[src/rtl/apb_sw_pkg.sv]
`timescale 1ns/1ps
package apb_sw_pkg;
  localparam int unsigned NUM_CH    = 2;  // register/switch pairs
  localparam int unsigned WORD_STEP = 4;  // byte stride between words

  function automatic int unsigned ch_offset(int unsigned idx);
    return idx * WORD_STEP;
  endfunction
endpackage

[src/rtl/apb_sw_wdec.sv]
`timescale 1ns/1ps
module apb_sw_wdec
  import apb_sw_pkg::*;
#(
  parameter int unsigned DEC_W = 8
) (
  input  logic              psel_i,
  input  logic              penable_i,
  input  logic              pwrite_i,
  input  logic [DEC_W-1:0]  off_i,
  output logic [NUM_CH-1:0] we_o
);
  logic wr_access;
  assign wr_access = psel_i & penable_i & pwrite_i;

  for (genvar i = 0; i < NUM_CH; i++) begin : g_we
    assign we_o[i] = wr_access && (off_i == DEC_W'(ch_offset(i)));
  end
endmodule

[src/rtl/apb_sw_sync.sv]
`timescale 1ns/1ps
module apb_sw_sync #(
  parameter int unsigned STAGES = 2,
  parameter int unsigned WIDTH  = 2
) (
  input  logic             clk_i,
  input  logic             rst_ni,
  input  logic [WIDTH-1:0] d_i,
  output logic [WIDTH-1:0] q_o
);
  logic [WIDTH-1:0] stage_q [STAGES];

  for (genvar s = 0; s < STAGES; s++) begin : g_stage
    always_ff @(posedge clk_i or negedge rst_ni) begin
      if (!rst_ni) stage_q[s] <= '0;
      else if (s == 0) stage_q[s] <= d_i;
      else stage_q[s] <= stage_q[(s == 0) ? 0 : s-1];
    end
  end

  assign q_o = stage_q[STAGES-1];
endmodule

[src/rtl/apb_sw_rmux.sv]
`timescale 1ns/1ps
module apb_sw_rmux
  import apb_sw_pkg::*;
#(
  parameter int unsigned DEC_W  = 8,
  parameter int unsigned DATA_W = 32
) (
  input  logic              psel_i,
  input  logic              pwrite_i,
  input  logic [DEC_W-1:0]  off_i,
  input  logic [NUM_CH-1:0] sw_sync_i,
  output logic [DATA_W-1:0] rdata_o
);
  always_comb begin
    rdata_o = '0;
    if (psel_i && !pwrite_i) begin
      for (int unsigned i = 0; i < NUM_CH; i++) begin
        if (off_i == DEC_W'(ch_offset(i))) rdata_o[0] = sw_sync_i[i];
      end
    end
  end
endmodule

[src/rtl/apb_sw_periph.sv]
`timescale 1ns/1ps
module apb_sw_periph
  import apb_sw_pkg::*;
#(
  parameter int unsigned ADDR_W      = 32,
  parameter int unsigned DATA_W      = 32,
  parameter int unsigned DEC_W       = 8,
  parameter int unsigned SYNC_STAGES = 2
) (
  input  logic              clk_i,
  input  logic              rst_ni,
  input  logic              psel_i,
  input  logic              penable_i,
  input  logic              pwrite_i,
  input  logic [ADDR_W-1:0] paddr_i,
  input  logic [DATA_W-1:0] pwdata_i,
  output logic [DATA_W-1:0] prdata_o,
  output logic              pready_o,
  output logic              pslverr_o,
  input  logic [NUM_CH-1:0] sw_i,
  output logic              led_o,
  output logic [DATA_W-1:0] ctrl_a_o,
  output logic [DATA_W-1:0] ctrl_b_o
);
  logic [DEC_W-1:0]  off;
  logic              unused_addr_hi;
  logic [NUM_CH-1:0] we;
  logic [NUM_CH-1:0] sw_sync;
  logic [DATA_W-1:0] regs_q [NUM_CH];

  assign off            = paddr_i[DEC_W-1:0];
  assign unused_addr_hi = ^paddr_i[ADDR_W-1:DEC_W];

  apb_sw_wdec #(.DEC_W(DEC_W)) u_wdec (
    .psel_i   (psel_i),
    .penable_i(penable_i),
    .pwrite_i (pwrite_i),
    .off_i    (off),
    .we_o     (we)
  );

  for (genvar i = 0; i < NUM_CH; i++) begin : g_reg
    always_ff @(posedge clk_i or negedge rst_ni) begin
      if (!rst_ni)   regs_q[i] <= '0;
      else if (we[i]) regs_q[i] <= pwdata_i;
    end
  end

  apb_sw_sync #(.STAGES(SYNC_STAGES), .WIDTH(NUM_CH)) u_sync (
    .clk_i (clk_i),
    .rst_ni(rst_ni),
    .d_i   (sw_i),
    .q_o   (sw_sync)
  );

  apb_sw_rmux #(.DEC_W(DEC_W), .DATA_W(DATA_W)) u_rmux (
    .psel_i   (psel_i),
    .pwrite_i (pwrite_i),
    .off_i    (off),
    .sw_sync_i(sw_sync),
    .rdata_o  (prdata_o)
  );

  assign pready_o  = 1'b1;
  assign pslverr_o = 1'b0;
  assign ctrl_a_o  = regs_q[0];
  assign ctrl_b_o  = regs_q[1];
  assign led_o     = regs_q[0][0];
endmodule

[config.mk]
export PLATFORM = sky130hd
export DESIGN_NAME = apb_sw_periph
export DESIGN_NICKNAME = d
export VERILOG_FILES = /design/src/rtl/apb_sw_pkg.sv /design/src/rtl/apb_sw_wdec.sv /design/src/rtl/apb_sw_sync.sv /design/src/rtl/apb_sw_rmux.sv /design/src/rtl/apb_sw_periph.sv
export SDC_FILE = /design/constraint.sdc
export NUM_CORES = 1
export LEC_CHECK = 0
export BUFFER_PORTS_ARGS = -buffer_cell sky130_fd_sc_hd__buf_4
export CORE_MARGIN = 8
export CORE_UTILIZATION = 41
export CTS_BUF_LIST = sky130_fd_sc_hd__clkbuf_4
export DETAILED_ROUTE_END_ITERATION = 10
export GPL_TIMING_DRIVEN = 0
export PLACE_DENSITY = 0.81
export SLEW_MARGIN = 5
export SYNTH_ARGS = -nofsm -noshare
export SYNTH_HDL_FRONTEND = slang
export SYNTH_SLANG_ARGS = --single-unit
[constraint.sdc]
create_clock -name clk_i -period 0.8 [get_ports clk_i]
set_input_delay 0.12 -clock clk_i [delete_from_list [all_inputs] [get_ports clk_i]]
set_output_delay 0.12 -clock clk_i [all_outputs]
set_load 0.02 [all_outputs]
==> results.ini <==
[routing]
dr.pass1.iters=4
vias_per_cell=4.268
remaining_drc_errors=0
via_count=2121
ant_nets=0
wl_um=8127
post_drt_wl_per_cell_um=16.35
drtIter0Drc=33

[global_route]
grt.total_usage=0.1553
grt-ovfl-total=0
grt_max_degree=69
first_global_vias=2325
grt_pass1_wl_um=12010
antenna_found_initial=0

[place]
placed_cells=421
place_area_mm2=0.003984
portBuffers=112
dp_hpwl_um=5103
gp_congestion=0.6805

[sta]
clock_skew_ps=0.07114
timing.final.crit_share=1.628
layout_min_cycle_time_ps=1302
maxSlewViolCount=0
timing_worst_slew_pin_value_ps=843.8
setup_slack_ps=-502.5
setup_violations=130
fmax_mhz=767.8
hold_viol=68
setup_tns_ps=-35830
slew_headroom=0.4375
hold_ws_ps=-161.4
rsz0062_at_grt=true

[worst_setup_path]
r2r_cells=3
worstPathArrival_ps=1180
crit_type=register to output pin
startpoint=u_sync.q_o[1]
required_ps=680
crit_path_end=prdata_o[0]
crit_path_start_kind=register
r2r_start=ctrl_b_o[25]
cp-end-kind=output pin
rrSetupSlack_ps=-220
regToRegEndpoint=ctrl_b_o[25]
cp_max_fo=1

[logic_synthesis]
synthTopCellsByArea=dfrtp_1, mux2_2, buf_4
synth_top_area_cell=dfrtp_1
synth-seq-cells=68
synth_cell_types=14
yosys_warnings=0
ys.flop_type=dfrtp_1
synthTopCellsByCount=dfrtp_1, mux2_2, buf_4, mux2_4, buf_6
post-synth-top-area-fraction=0.5877
async_reset_ff_frac=1.000
synthCells=182
seq_area_frac_synth=0.5877
syn_area_per_cell_um2=15.91
synth_area_mm2=0.002895
synth-edff-count=0
yosysMostFrequentCell=dfrtp_1

[pwr]
powerDensity_mw_per_mm2=1261
ir_worst_vdd_mv=1.273
p_leak_nw=2.747
power_mw=6.243

[clock_tree]
hold_buffers=34
cts_buffers=9
clkLatencyLatePin_ps=380
cts_tree=built
clkTransAtPathRegs_ps=100
root_buffer=clkbuf_4
cts_sinks=68
cts_buffer_depth=2
htreeDepth=3

[run_status]
violations=negative hold slack, negative setup slack
status=complete, but fails checks

[worst_hold_path]
hold_path_class=primary input to asynchronous set/reset pin

[floorplan]
rows=30
dieWidth_um=100.0
start_util=0.4238
die_h_um=100.0
dieArea_mm2=0.01001
ioPinCount=170
core_area_mm2=0.006832

[layout]
final_nets=467
antenna_cells=0
stdcell_count=497
drive_above_1_share=0.6509
syn_to_final_growth_pct=70.96
design_area_mm2=0.004950

[run]
cap_violations=0

## metal layers
metal  track usage  vias up  routed length [um]
met2        0.2750       87                4242
met3       0.07128       13                 715
met4       0.05814        0                 170
met1        0.1554     1035                2999
met5             0        -                   0
li1              -      986                   -
## cells in the final DEF (no fill, tap or decap)
cell / n
clkinv_1: 3
nor4b_4: 1
nand4_4: 1
mux2i_2: 1
clkbuf_16: 1
dlygate4sd3_1: 34
buf_6: 76
dfrtp_1: 68
buf_12: 1
buf_4: 98
clkbuf_4: 9
clkinv_2: 3
clkinvlp_4: 1
nand4b_4: 1
mux2_2: 52
mux2_4: 12
buf_8: 2
nand2_1: 1
nor3_4: 1
and2_1: 1
conb_1: 33
nor4_4: 1
## critical path: stages, from the launching register on
cell and delay (ps):
dfrtp_1 400, mux2i_2 220, nor3_4 50, buf_6 130
## state kept, by name, indices dropped and copies added, names as in the netlist
name,cells
u_sync.stage_q,2
ctrl_b_o,32
ctrl_a_o,32
u_sync.q_o,2
## cells by family after synthesis
group | count (synthesis) | share of synthesized area
buf+inv | 40 | 0.1115
mux | 65 | 0.2679
other cells | 2 | 0.002594
simple gates | 7 | 0.03025
flops | 68 | 0.5877
## metrics by stage
step | util | worst slack, ps | hold slack [ps]
after detailed placement | 0.5832 | -816.7 | 230.7
after CTS | 0.6991 | -529.5 | -170.6
after floorplan | - | -476.3 | -175.6
after global placement | 0.5832 | -774.4 | 231.3
after global routing | 0.7245 | -591.7 | -135.4
final | 0.7245 | -502.5 | -161.4
## final cells by class
class	count	area [um^2]
Tap cell	96	120.1
Timing Repair Buffer	172	1664
Clock buffer	9	67.56
Buffer	40	342.8
Fill cell	459	1882
Clock inverter	7	33.78
Multi-Input combinational cell	105	1020
Sequential cell	68	1702
## worst min-delay path by stage
stage / from / endpoint / slack (ps) / cells after the start
2_1_floorplan: rst_ni / ctrl_a_o[0] / -180 / 0
5_1_grt: rst_ni / u_sync.q_o[1] / -140 / 1
4_1_cts: rst_ni / ctrl_a_o[20] / -170 / 1
6_report: rst_ni / u_sync.q_o[0] / -160 / 1
3_3_place_gp: sw_i[1] / u_sync.stage_q[3] / 230 / 1
3_5_place_dp: sw_i[0] / u_sync.stage_q[2] / 230 / 1
## where the power goes
part	leakage, nW	internal, mW	switching [mW]	total (mW)
logic	1.75	0.533	0.451	0.984
registers	0.938	3.49	0.0381	3.53
clock network	0.0580	0.592	1.14	1.73
total	2.75	4.62	1.63	6.24
## what timing repair did
| item | 4_1_cts | 5_1_grt |
|---|---|---|
| setup endpoints to repair | 130 | 130 |
| pin swaps | 1 | 3 |
| endpoints found under the hold margin | 134 | 68 |
| cloned | 0 | 1 |
| buffers inserted | 11 | 14 |
| resized for setup | 70 | 10 |
Note: power is estimated with default switching activity, not from simulation.
